===== src/rtl/calsched_pkg.sv =====
package calsched_pkg;
  typedef struct packed {
    logic cntPeriod;
    logic clrPeriod;
    logic incSkip;
    logic clrSkip;
    logic cntDur;
    logic clrDur;
  } calStrobe_t;

  typedef enum logic {ST_RUN, ST_CAL} calState_t;
endpackage


===== src/rtl/calsched_dp.sv =====
module calsched_dp
  import calsched_pkg::*;
#(
  parameter int IW        = 8,
  parameter int FW        = 4,
  parameter int DW        = 12,
  parameter int CAL_TICKS = 3
) (
  input  logic          clk,
  input  logic          rstN,
  input  logic          tick,
  input  calStrobe_t    strobe,
  input  logic [IW-1:0] intervalTicks,
  input  logic [FW-1:0] forceIntervals,
  input  logic          stabTestEn,
  input  logic [DW-1:0] deviation,
  input  logic [DW-1:0] tolerance,
  output logic          periodDone,
  output logic          forceDue,
  output logic          durDone,
  output logic          stable
);
  localparam int DUR_W = $clog2(CAL_TICKS + 1);
  localparam logic [FW-1:0] SKIP_MAX = {FW{1'b1}};

  logic [IW-1:0]    periodCnt;
  logic [FW-1:0]    skipCnt;
  logic [DUR_W-1:0] durCnt;

  always_ff @(posedge clk or negedge rstN) begin
    if (!rstN) begin
      periodCnt <= '0;
    end else if (strobe.clrPeriod) begin
      periodCnt <= '0;
    end else if (strobe.cntPeriod && tick) begin
      periodCnt <= periodCnt + 1'b1;
    end
  end

  always_ff @(posedge clk or negedge rstN) begin
    if (!rstN) begin
      skipCnt <= '0;
    end else if (strobe.clrSkip) begin
      skipCnt <= '0;
    end else if (strobe.incSkip && skipCnt != SKIP_MAX) begin
      skipCnt <= skipCnt + 1'b1;
    end
  end

  always_ff @(posedge clk or negedge rstN) begin
    if (!rstN) begin
      durCnt <= '0;
    end else if (strobe.clrDur) begin
      durCnt <= '0;
    end else if (strobe.cntDur && tick) begin
      durCnt <= durCnt + 1'b1;
    end
  end

  always_comb begin
    stable     = !stabTestEn || (deviation <= tolerance);
    periodDone = tick && (intervalTicks != '0) && (periodCnt >= intervalTicks - 1'b1);
    forceDue   = (forceIntervals != '0) &&
                 (({1'b0, skipCnt} + 1'b1) >= {1'b0, forceIntervals});
    durDone    = tick && stable && (durCnt == DUR_W'(CAL_TICKS - 1));
  end

  a_r7_dur_bound: assert property (@(posedge clk) disable iff (!rstN)
    durCnt <= DUR_W'(CAL_TICKS - 1));
endmodule


===== src/rtl/calsched_ctrl.sv =====
module calsched_ctrl
  import calsched_pkg::*;
(
  input  logic       clk,
  input  logic       rstN,
  input  logic       manualReq,
  input  logic       calInhibit,
  input  logic       periodDone,
  input  logic       forceDue,
  input  logic       durDone,
  input  logic       stable,
  output calStrobe_t strobe,
  output logic       calActive
);
  calState_t state, stateNext;
  logic manualPrev;
  logic manualEdge;
  logic periodicGo;

  always_ff @(posedge clk or negedge rstN) begin
    if (!rstN) begin
      state      <= ST_RUN;
      manualPrev <= 1'b0;
    end else begin
      state      <= stateNext;
      manualPrev <= manualReq;
    end
  end

  always_comb begin
    manualEdge = manualReq && !manualPrev;
    periodicGo = periodDone && (!calInhibit || forceDue);
    strobe     = '0;
    stateNext  = state;
    unique case (state)
      ST_RUN: begin
        strobe.cntPeriod = 1'b1;
        if (manualEdge || periodicGo) begin
          strobe.clrPeriod = 1'b1;
          strobe.clrSkip   = 1'b1;
          strobe.clrDur    = 1'b1;
          stateNext        = ST_CAL;
        end else if (periodDone) begin
          strobe.clrPeriod = 1'b1;
          strobe.incSkip   = 1'b1;
        end
      end
      ST_CAL: begin
        strobe.clrPeriod = 1'b1;
        if (!stable) begin
          strobe.clrDur = 1'b1;
        end else begin
          strobe.cntDur = 1'b1;
        end
        if (durDone) begin
          strobe.clrDur = 1'b1;
          stateNext     = ST_RUN;
        end
      end
      default: stateNext = ST_RUN;
    endcase
  end

  assign calActive = (state == ST_CAL);

  a_r6_manual_start: assert property (@(posedge clk) disable iff (!rstN)
    (state == ST_RUN && manualReq && !manualPrev) |=> (state == ST_CAL));

  a_r7_exit_on_done: assert property (@(posedge clk) disable iff (!rstN)
    (state == ST_CAL && !durDone) |=> (state == ST_CAL));

  a_r8_hold_unstable: assert property (@(posedge clk) disable iff (!rstN)
    (state == ST_CAL && !stable) |=> (state == ST_CAL));

  a_r4_inhibit_hold: assert property (@(posedge clk) disable iff (!rstN)
    (state == ST_RUN && calInhibit && !manualEdge && !forceDue) |=> (state == ST_RUN));
endmodule


===== src/rtl/selfcal_sched.sv =====
module selfcal_sched
  import calsched_pkg::*;
#(
  parameter int IW        = 8,
  parameter int FW        = 4,
  parameter int DW        = 12,
  parameter int DATA_W    = 16,
  parameter int CAL_TICKS = 3
) (
  input  logic              clk,
  input  logic              rstN,
  input  logic              tick100ms,
  input  logic              calInhibit,
  input  logic              manualReq,
  input  logic [IW-1:0]     intervalTicks,
  input  logic [FW-1:0]     forceIntervals,
  input  logic              stabTestEn,
  input  logic              stabErrReportEn,
  input  logic [DW-1:0]     deviation,
  input  logic [DW-1:0]     tolerance,
  input  logic [DATA_W-1:0] chanAIn,
  input  logic [DATA_W-1:0] chanBIn,
  output logic [DATA_W-1:0] chanAOut,
  output logic [DATA_W-1:0] chanBOut,
  output logic              calActive,
  output logic              runLed,
  output logic              errFlag,
  output logic              overloadFlag
);
  calStrobe_t strobe;
  logic periodDone, forceDue, durDone, stable;

  calsched_ctrl ctrl_i (
    .clk        (clk),
    .rstN       (rstN),
    .manualReq  (manualReq),
    .calInhibit (calInhibit),
    .periodDone (periodDone),
    .forceDue   (forceDue),
    .durDone    (durDone),
    .stable     (stable),
    .strobe     (strobe),
    .calActive  (calActive)
  );

  calsched_dp #(
    .IW(IW), .FW(FW), .DW(DW), .CAL_TICKS(CAL_TICKS)
  ) dp_i (
    .clk            (clk),
    .rstN           (rstN),
    .tick           (tick100ms),
    .strobe         (strobe),
    .intervalTicks  (intervalTicks),
    .forceIntervals (forceIntervals),
    .stabTestEn     (stabTestEn),
    .deviation      (deviation),
    .tolerance      (tolerance),
    .periodDone     (periodDone),
    .forceDue       (forceDue),
    .durDone        (durDone),
    .stable         (stable)
  );

  always_comb begin
    chanAOut     = calActive ? '0 : chanAIn;
    chanBOut     = calActive ? '0 : chanBIn;
    runLed       = !calActive;
    errFlag      = calActive && !stable && stabErrReportEn;
    overloadFlag = errFlag;
  end
endmodule


===== config.mk =====
export PLATFORM = sky130hd
export DESIGN_NAME = selfcal_sched
export DESIGN_NICKNAME = d
export VERILOG_FILES = /design/src/rtl/calsched_pkg.sv /design/src/rtl/calsched_dp.sv /design/src/rtl/calsched_ctrl.sv /design/src/rtl/selfcal_sched.sv
export SDC_FILE = /design/constraint.sdc
export NUM_CORES = 1
export LEC_CHECK = 0
export BUFFER_PORTS_ARGS = -buffer_cell sky130_fd_sc_hd__buf_2
export CAP_MARGIN = 20
export CORE_AREA = 2 2 81 98
export DETAILED_ROUTE_END_ITERATION = 7
export DIE_AREA = 0 0 83 100
export PLACE_DENSITY = 0.48
export SLEW_MARGIN = 20
export SYNTH_ARGS = -nofsm -noshare
export SYNTH_HDL_FRONTEND = slang
export SYNTH_SLANG_ARGS = --single-unit

===== constraint.sdc =====
create_clock -name clk -period 5 [get_ports clk]
set_input_delay 0.25 -clock clk [delete_from_list [all_inputs] [get_ports clk]]
set_output_delay 0.25 -clock clk [all_outputs]
set_load 0.01 [all_outputs]

Word level (Yosys, flattened, before mapping)
Index checks and enable logic that the tools add are counted.

Register bits: 16. Input bits: 75. Output and inout port bits: 36. Word-level logic and storage cells: 63.

Add/sub/neg operators: 5. Magnitude comparators: 3. Equality and inequality tests: 2. Muxes and demuxes: 22. Bitwise logic cells: 1. Reduce and logical (&&, ||, !) cells: 25.

Operators by type and width (number): 16-bit 2-to-1 mux (2); 8-bit 2-to-1 mux (2); 12-bit less-or-equal comparator (1); 1-bit logical AND (12); 1-bit 2-to-1 mux (9); 8-bit by 1-bit adder with 8-bit output, second input constant (1); 8-bit greater-or-equal comparator (1); 2-bit 2-to-1 mux (4); 4-bit 2-to-1 mux (2); 8-bit nonzero test (1); 8-bit by 1-bit subtractor with 8-bit output, second input constant (1); 1-bit one-hot mux with 2 select lines (3); 2-bit nonzero test (3); 4-bit by 1-bit adder with 5-bit output, second input constant (1); 5-bit by 4-bit greater-or-equal comparator with 1-bit output (1); 1-bit zero test (5); 4-bit by 1-bit adder with 4-bit output, second input constant (1); 4-bit != test, second input constant (1); 4-bit nonzero test (1); 1-bit logical OR (3); 2-bit by 1-bit adder with 2-bit output, second input constant (1); 2-bit == test, second input constant (1); 1-bit NOT (1).

Longest topological paths before layout
Gate-level depths: netlist of run 1.

Depth in word-level cells: 11. Depth in mapped cells: 12. Depth with buffers taken out: 12.

Modules after synthesis
A second synthesis of run 1 with hierarchy kept.

Cell total of the unflattened synthesis: 218. Area, all modules: 1771.7 um2.

By module, submodules not included: calsched_dp (times used 1, cells each 166, area each 1403.8 um2, sequential area each 350.3 um2); selfcal_sched (times used 1, cells each 38, area each 240.2 um2, sequential area each 0.0 um2); calsched_ctrl (times used 1, cells each 14, area each 127.6 um2, sequential area each 50.0 um2).

Least setup slack after synthesis of run 1
Ideal clock, no wire load.

Kind: input to register. Start point: input intervalTicks[0]. End point: register dp_i.skipCnt[0]. Setup time: 139 ps. Data arrival time: 2346 ps. Required time: 4861 ps. Path slack: 2515 ps. Stages: 12. Cell sequence: inv_1 > ha_1 > nor3b_1 > nand2_1 > xor2_1 > ha_1 > and3_1 > nand2_1 > o31ai_1 > nand3_2 > a221oi_2 > mux2i_1.

Cells in the longest elaborated chain, start to end: 9.

RTL lines: start, declared (line selfcal_sched.sv:15) `input logic [IW-1:0] intervalTicks,`; 8-bit by 1-bit subtractor with 8-bit output or 8-bit nonzero test (tied branches) (line calsched_dp.sv:62) `periodDone = tick && (intervalTicks != '0) && (periodCnt >= intervalTicks - 1'b1);`; 8-bit greater-or-equal comparator or 1-bit logical AND (tied branches) (line calsched_dp.sv:62); 1-bit logical AND (*) (line calsched_dp.sv:62); 1-bit logical AND (line calsched_ctrl.sv:32) `periodicGo = periodDone && (!calInhibit || forceDue);`; 1-bit logical OR (line calsched_ctrl.sv:38) `if (manualEdge || periodicGo) begin`; 1-bit 2-to-1 mux (line calsched_ctrl.sv:38); 2-bit 2-to-1 mux (*) (line calsched_ctrl.sv:35) `unique case (state)`; 1-bit logical AND (line calsched_dp.sv:45) `end else if (strobe.incSkip && skipCnt != SKIP_MAX) begin`; 2-bit nonzero test (no source line); end signal, assigned (line calsched_dp.sv:46) `skipCnt <= skipCnt + 1'b1;`; end, declared (line calsched_dp.sv:27) `logic [FW-1:0] skipCnt;`.

Every way passes the cells marked *; elsewhere a longest branch is shown, timed or not. A chain may end at the register's enable or synchronous reset.

Worst setup path in the final report of run 1
Ends and elaborated chain as after synthesis.

==> summary.md, run 1 <==
| Metric | Value |
|---|---|
| Status | `completed` |
| Overall routing resource usage | `11.32%` |
| Post-synth ARST share | `100.0%` |
| WP data arrival | `2.70 ns` |
| Post-synth EDFFs | `0` |
| Final WL | `4959 um` |
| Worst-skew pair later-pin latency | `0.25 ns` |
| NetSw | `284.4 uW` |
| Logic pwr share | `56.6%` |
| Leak | `0.001356 uW` |
| Largest net degree at the start of global routing | `42` |
| M1 GR Usage | `15.96%` |
| Chip Height | `100 um` |
| Endpoints failing hold | `0` |
| I/O pins | `111` |
| GR Layer Usage met2 | `18.36%` |
| Die width | `83 um` |
| Synthesized cell area | `1797 um2` |
| Layout cells sized above 1 | `35.84%` |
| #FFs+latches synth | `16` |
| Commonest non-fill, non-tap cell in the layout | `buf_2` |
| Non-filler instance count after layout | `424` |
| Synth cell types | `43` |
| Initial core utilization | `23.99%` |
| First-pass GRT wire length | `7879 um` |
| Hold WC Path Type | `input port to flip-flop` |
| Crit path time final | `2.579 ns` |
| Syn-to-layout area delta | `39.55%` |
| Sequential Power Share | `25.9%` |
| Root Driver | `clkbuf_8` |
| Post-CTS Resized | `0` |
| CTS tree | `yes` |
| Starting DRT DRC Count | `61` |
| DRC Markers | `0` |
| Post-route ant nets | `0` |
| Sink Count | `16` |
| WS Path Type | `input port to flip-flop` |
| Fmax | `0.3877 GHz` |
| Peak supply drop | `0.00008757 V` |
| Commonest cells after routing, fill and taps aside | `buf_2, nor2b_1, ha_1` |
| Tightest Pin Transition | `0.4451 ns` |
| Buffers on Ports | `110` |
| Top FF cell, synth | `dfrtp_1` |
| Power Internal | `376.9 uW` |
| Setup_tns | `0 ns` |
| Placer Congestion | `0.7380` |
| Ys Warns | `0` |
| Syn Nets | `326` |
| N_diodes | `0` |
| CP startpoint kind | `input port` |
| Detailed-route wire length per cell | `11.70 um` |
| Dpl hpwl | `4229 um` |
| GR Util met3 | `1.151%` |
| Placed Instances | `419` |
| Max_cap viols | `0` |
| Clock Power Share | `17.5%` |
| Register area share after synthesis | `22.28%` |
| CP required | `5.12 ns` |
| Gr ovfl total | `0` |
| Power per Cell Area | `263.7 nW/um2` |
| Clk slew on worst S/H paths | `0.07 ns` |
| Via/cell ratio | `4.330` |
| Syn_area_per_cell | `8.093 um2` |
| H-tree depth | `1` |
| Final setup viols | `0` |
| Crit path max fanout | `6` |
| CTS Buf Count | `3` |
| Gr busiest metal | `met2` |
| Number of global-route vias before repair | `1702` |
| Drt pass-1 iters | `4` |
| Skew final | `0.001092 ns` |
| Crit end category | `flip-flop` |
| Relative slew slack | `69.56%` |
| RSZ-0062 raised after global routing | `false` |
| Switch share | `43.01%` |
| Row cnt | `35` |
| Max Root-Sink Buffers | `2` |
| Core area | `7488 um2` |
| Gate Count Post-Synth | `222` |
| Initial antenna violation count | `0` |
| Fin. max-slew vios | `0` |
| Final worst path period share | `51.59%` |
| Fin nets | `437` |
| Via count | `1836` |
| Die area | `8300 um2` |
Yosys cell counts (2+ instances only):
cell / instances / area share [%]
o21ai_0: 3 / 0.84
o2bb2ai_1: 2 / 0.98
inv_1: 23 / 4.8
xnor2_1: 6 / 2.9
or4_1: 2 / 0.84
nand3_1: 6 / 1.7
nand2_1: 14 / 2.9
nand4_1: 5 / 1.7
and3_1: 4 / 1.4
a21oi_1: 9 / 2.5
nand2b_1: 3 / 1.0
o21a_1: 2 / 0.84
xor2_1: 8 / 3.9
mux2i_1: 2 / 1.1
o21ai_1: 2 / 0.56
dfrtp_1: 16 / 22
clkbuf_1: 3 / 0.63
ha_1: 29 / 20
nor2b_1: 35 / 12
o211ai_1: 4 / 1.7
a21o_1: 2 / 0.84
nor3_1: 4 / 1.1
nor2_1: 18 / 3.8
kinds of logic (layout without fill, tap and decap cells):
| family | count (synthesis) | in the layout | share of synthesized area [%] |
|---|---|---|---|
| AO/OA/AOI/OAI | 34 | 34 | 13.65 |
| XOR/XNOR | 14 | 14 | 6.825 |
| adder cells (fa/ha/maj) | 29 | 29 | 20.20 |
| buffers and inverters | 29 | 139 | 6.337 |
| flip-flops | 16 | 16 | 22.28 |
| multiplexers | 2 | 2 | 1.114 |
| AND/OR/NAND/NOR | 98 | 98 | 29.60 |
area by class of cell:
type | instances | area [um2]
fill | 819 | 4981
multi-input combinational | 177 | 1282
timing repair buffer | 112 | 568.0
sequential | 16 | 400.4
tap | 92 | 115.1
inverter | 23 | 86.33
clock buffer | 4 | 55.05
metrics by stage:
step / power [uW] / setup slack (ns) / instance area [um2] / hold WS [ns] / util [%]
floorplan: 402.6 / 2.515 / 1797 / -0.04559 / -
global placement: 549.4 / 2.187 / 2442 / 0.1911 / 32.61
detailed placement: 551.9 / 2.134 / 2442 / 0.2003 / 32.61
CTS: 671.1 / 2.397 / 2507 / 0.1348 / 33.48
global route: 724.0 / 2.162 / 2507 / 0.1302 / 33.48
finish: 661.3 / 2.421 / 2507 / 0.1410 / 33.48
critical path, stage by stage:
cell and delay (ns):
buf_2 0.10, inv_1 0.09, ha_1 0.20, nor3b_1 0.30, nand2_1 0.11, xor2_1 0.16
ha_1 0.29, and3_1 0.17, nand2_1 0.06, o31ai_1 0.24, nand3_2 0.19, a221oi_2 0.43
mux2i_1 0.12
routing by layer:
metal	share of wire [%]	routed length, um
met2	47	2354
met5	0	0
met4	0.69	34
met1	47	2340
met3	4.6	229
flip-flops by register name, indices dropped and copies added, names as in the netlist:
name	count
ctrl_i.manualPrev	1
dp_i.periodCnt	8
dp_i.durCnt	2
ctrl_i.calActive	1
dp_i.skipCnt	4
power groups by stage:
stage                     logic [uW]  registers (uW)  clock network, uW
after floorplan                  229             173                  0
after global placement           376             174                  0
after detailed placement         379             173                  0
after CTS                        380             172                119
after global routing             424             175                125
final                            374             172                116
timing repair:
| action | CTS | global route |
|---|---|---|
| endpoints found under the hold margin | 16 | 0 |
| hold buffers | 1 | 0 |
| buffers inserted | 0 | 0 |
| endpoints found under the setup margin | 0 | 0 |
final timing paths:
| path | slack [ns] | from | endpoint | depth (start not counted) |
|---|---|---|---|---|
| min in group asynchronous | 0.45 | rstN | dp_i.skipCnt[1]$_DFFE_PN0P_ | 2 |
| min reg2reg | 0.54 | dp_i.skipCnt[1]$_DFFE_PN0P_ | dp_i.skipCnt[1]$_DFFE_PN0P_ | 2 |
| max reg2reg | 2.68 | dp_i.skipCnt[0]$_DFFE_PN0P_ | dp_i.skipCnt[0]$_DFFE_PN0P_ | 10 |
| min | 0.14 | manualReq | ctrl_i.manualPrev$_DFF_PN0_ | 1 |
| max | 2.42 | intervalTicks[0] | dp_i.skipCnt[0]$_DFFE_PN0P_ | 13 |
| max in group asynchronous | 4.28 | rstN | ctrl_i.manualPrev$_DFF_PN0_ | 2 |
(Power assumes the default switching activity.)
==> run 2: changes to the inputs <==
--- a/config.mk
+++ b/config.mk
@@ -10,7 +10,7 @@
 export CORE_AREA = 2 2 81 98
 export DETAILED_ROUTE_END_ITERATION = 7
 export DIE_AREA = 0 0 83 100
-export PLACE_DENSITY = 0.48
+export PLACE_DENSITY = 0.49
 export SLEW_MARGIN = 20
 export SYNTH_ARGS = -nofsm -noshare
 export SYNTH_HDL_FRONTEND = slang
==> constraint.sdc (replaced) <==
create_clock -name clk -period 2.1 [get_ports clk]
set_input_delay 0.105 -clock clk [delete_from_list [all_inputs] [get_ports clk]]
set_output_delay 0.105 -clock clk [all_outputs]
set_load 0.01 [all_outputs]
==> run 2 against run 1 <==
Net effect: the run now ends with setup timing left; clock-buffer cell count stayed put; power grew to 2.6 times the previous value; first-iteration DRC count is 6.6% lower; via count is 7.5% higher; worst setup slack worse by 2.4 ns; sequential cell count stayed put; cell count is 7.1% higher; register-to-register slack worse by 2.7 ns; routed wire length is 4.3% higher; die area stayed put; largest cell class unchanged.
==> summary.md, run 2 (synthesis gave the netlist of run 1 again) <==
| Metric | Value |
|---|---|
| Hold depth | `3 (+2)` |
| Failing checks | `setup timing` |
| Logic pwr share | `59.3% (+2.7 points)` |
| Fmax | `0.4710 GHz` |
| Non-filler instance count after layout | `454 (+7.1%)` |
| Via/cell ratio | `4.346 (+0.36%)` |
| Initial antenna violation count | `0 (unchanged)` |
| Placed Instances | `441 (+5.3%)` |
| Gr ovfl total | `0 (unchanged)` |
| Clock Power Share | `15.7% (-1.8 points)` |
| Min setup slack post-route | `-0.02320 ns (-2.444 ns)` |
| First-pass GRT wire length | `8183 um (+3.9%)` |
| Fin. max-slew vios | `0 (unchanged)` |
| N_diodes | `0 (unchanged)` |
| Relative slew slack | `75.29% (+5.7 points)` |
| Die area | `8300 um2 (unchanged)` |
| Crit path time final | `2.123 ns` |
| DRC Markers | `0 (unchanged)` |
| Buffers on Ports | `110 (unchanged)` |
| Max Root-Sink Buffers | `2 (unchanged)` |
| NetSw | `709.9 uW (+150%)` |
| Power Internal | `983.5 uW (+160%)` |
| Peak supply drop | `0.0002259 V (+160%)` |
| Dpl hpwl | `4376 um (+3.5%)` |
| Final setup viols | `4 (+4)` |
| Worst-skew pair later-pin latency | `0.24 ns (about the same)` |
| Initial core utilization | `23.99% (unchanged)` |
| Switch share | `41.92% (-1.1 points)` |
| Endpoints failing hold | `0 (unchanged)` |
| Crit end category | `flip-flop` |
| Final WL | `5173 um (+4.3%)` |
| Largest registers | `dp_i.periodCnt (8), dp_i.skipCnt (4), dp_i.durCnt (2)` |
| Tightest Pin Transition | `0.3668 ns (-0.07830 ns)` |
| Commonest cells after routing, fill and taps aside | `buf_2, nor2b_1, buf_4` |
| Final worst path period share | `101.1%` |
| I/O pins | `111 (unchanged)` |
| Layout cells sized above 1 | `44.48% (+8.6 points)` |
| Chip Height | `100 um (unchanged)` |
| Commonest non-fill, non-tap cell in the layout | `buf_2` |
| Core area | `7488 um2 (unchanged)` |
| Fin nets | `467 (+6.9%)` |
| Number of flip-flops under the largest register name | `8 (unchanged)` |
| Largest net degree at the start of global routing | `36 (-14%)` |
| Placer Congestion | `0.7259 (-1.6%)` |
| Largest Register | `dp_i.periodCnt` |
| Skew final | `0.0006533 ns (-0.0004385 ns)` |
| DP Area | `2686 um2 (+10%)` |
| Design area | `2910 um2 (+16%)` |
| Sink Count | `16 (unchanged)` |
| Via count | `1973 (+7.5%)` |
| Row cnt | `35 (unchanged)` |
| Crit path max fanout | `6 (unchanged)` |
| Setup_tns | `-0.05422 ns (-0.05422 ns)` |
| H-tree depth | `1 (unchanged)` |
| RSZ-0062 raised after global routing | `true` |
| Number of global-route vias before repair | `1894 (+11%)` |
| Detailed-route wire length per cell | `11.39 um (-2.6%)` |
| CTS tree | `yes` |
| Die width | `83 um (unchanged)` |
| Post-route ant nets | `0 (unchanged)` |
| Syn-to-layout area delta | `61.98%` |
| Max_cap viols | `0 (unchanged)` |
| CTS Buf Count | `3 (unchanged)` |
| CP startpoint kind | `input port` |
| Overall routing resource usage | `11.69% (+0.37 points)` |
| Leak | `0.001541 uW (+14%)` |
| Hold slack | `0.2879 ns (+0.1468 ns)` |
| Sequential Power Share | `25.0% (-0.9 points)` |
| Final Core Density | `38.86% (+5.4 points)` |
| Layout fillers | `786 (-4.0%)` |
| Multi-input combinational cell area | `1395 um2 (+8.8%)` |
| Reg area | `400.4 um2 (unchanged)` |
| CP required | `2.22 ns (-2.90 ns)` |
| Hold WC Path Type | `input port to flip-flop` |
| Clk slew on worst S/H paths | `0.06 ns (about the same)` |
| WS Path Type | `input port to flip-flop` |
| R2R depth | `10 (unchanged)` |
| Drt pass-1 iters | `4 (unchanged)` |
| Root Driver | `clkbuf_8` |
| Power per Cell Area | `581.9 nW/um2 (+120%)` |
| Status | `finished, violations left` |
| WP data arrival | `2.24 ns (-0.46 ns)` |
| Starting DRT DRC Count | `57 (-6.6%)` |
run 2: worst max-delay path, stage by stage:
cell,delay (ns)
buf_12,0.11
inv_12,0.04
ha_4,0.12
nor3b_4,0.18
nand2_1,0.08
xor2_1,0.14
ha_1,0.30
and3_4,0.20
nand2_4,0.05
o31ai_4,0.26
nand3_4,0.15
a221oi_4,0.37
mux2i_1,0.12
run 2: area by class of cell:
class	instances	share of cell area (%)
inverter	23	3.826
sequential	16	13.76
multi-input combinational	177	47.94
tap	92	3.955
clock buffer	4	1.892
timing repair buffer	142	28.63
run 2: final timing paths:
kind | startpoint | endpoint | slack [ns]
hold / removal | tick100ms | dp_i.periodCnt[0]$_DFFE_PN0P_ | 0.29
hold reg to reg | dp_i.skipCnt[3]$_DFFE_PN0P_ | dp_i.skipCnt[3]$_DFFE_PN0P_ | 0.54
setup / recovery | intervalTicks[1] | dp_i.skipCnt[0]$_DFFE_PN0P_ | -0.02
setup reg to reg | dp_i.skipCnt[0]$_DFFE_PN0P_ | dp_i.durCnt[1]$_DFFE_PN0P_ | -0.01
min in group asynchronous | rstN | dp_i.skipCnt[1]$_DFFE_PN0P_ | 0.30
max in group asynchronous | rstN | dp_i.periodCnt[0]$_DFFE_PN0P_ | 1.53
run 2: through the flow:
| step | worst slack (ns) | total power [uW] |
|---|---|---|
| 4_1_cts | -0.08195 | 1684 |
| 3_5_place_dp | -0.4368 | 1388 |
| 2_1_floorplan | -0.03445 | 970.6 |
| 3_3_place_gp | -0.3729 | 1389 |
| 5_1_grt | -0.1665 | 1844 |
| 6_report | -0.02320 | 1693 |
run 2: what timing repair did:
| action | CTS | global route |
|---|---|---|
| resized for setup | 11 | 9 |
| buffers inserted | 2 | 5 |
| setup endpoints to repair | 15 | 15 |
| pin swaps | 10 | 11 |
| hold endpoints to repair | 17 | 0 |
| hold buffers | 2 | 0 |
run 2: power by group through the flow:
stage	combinational (uW)	sequential (uW)	clock (uW)
6_report	1000	423	266
5_1_grt	1120	433	291
4_1_cts	988	421	275
3_5_place_dp	963	425	0
3_3_place_gp	960	429	0
2_1_floorplan	558	413	0
run 2: per-layer routing:
metal,part of all wire [%],track usage [%]
met1,46,15.73
met2,49,19.48
met3,3.6,1.234
met4,0.73,4.288
met5,0,0
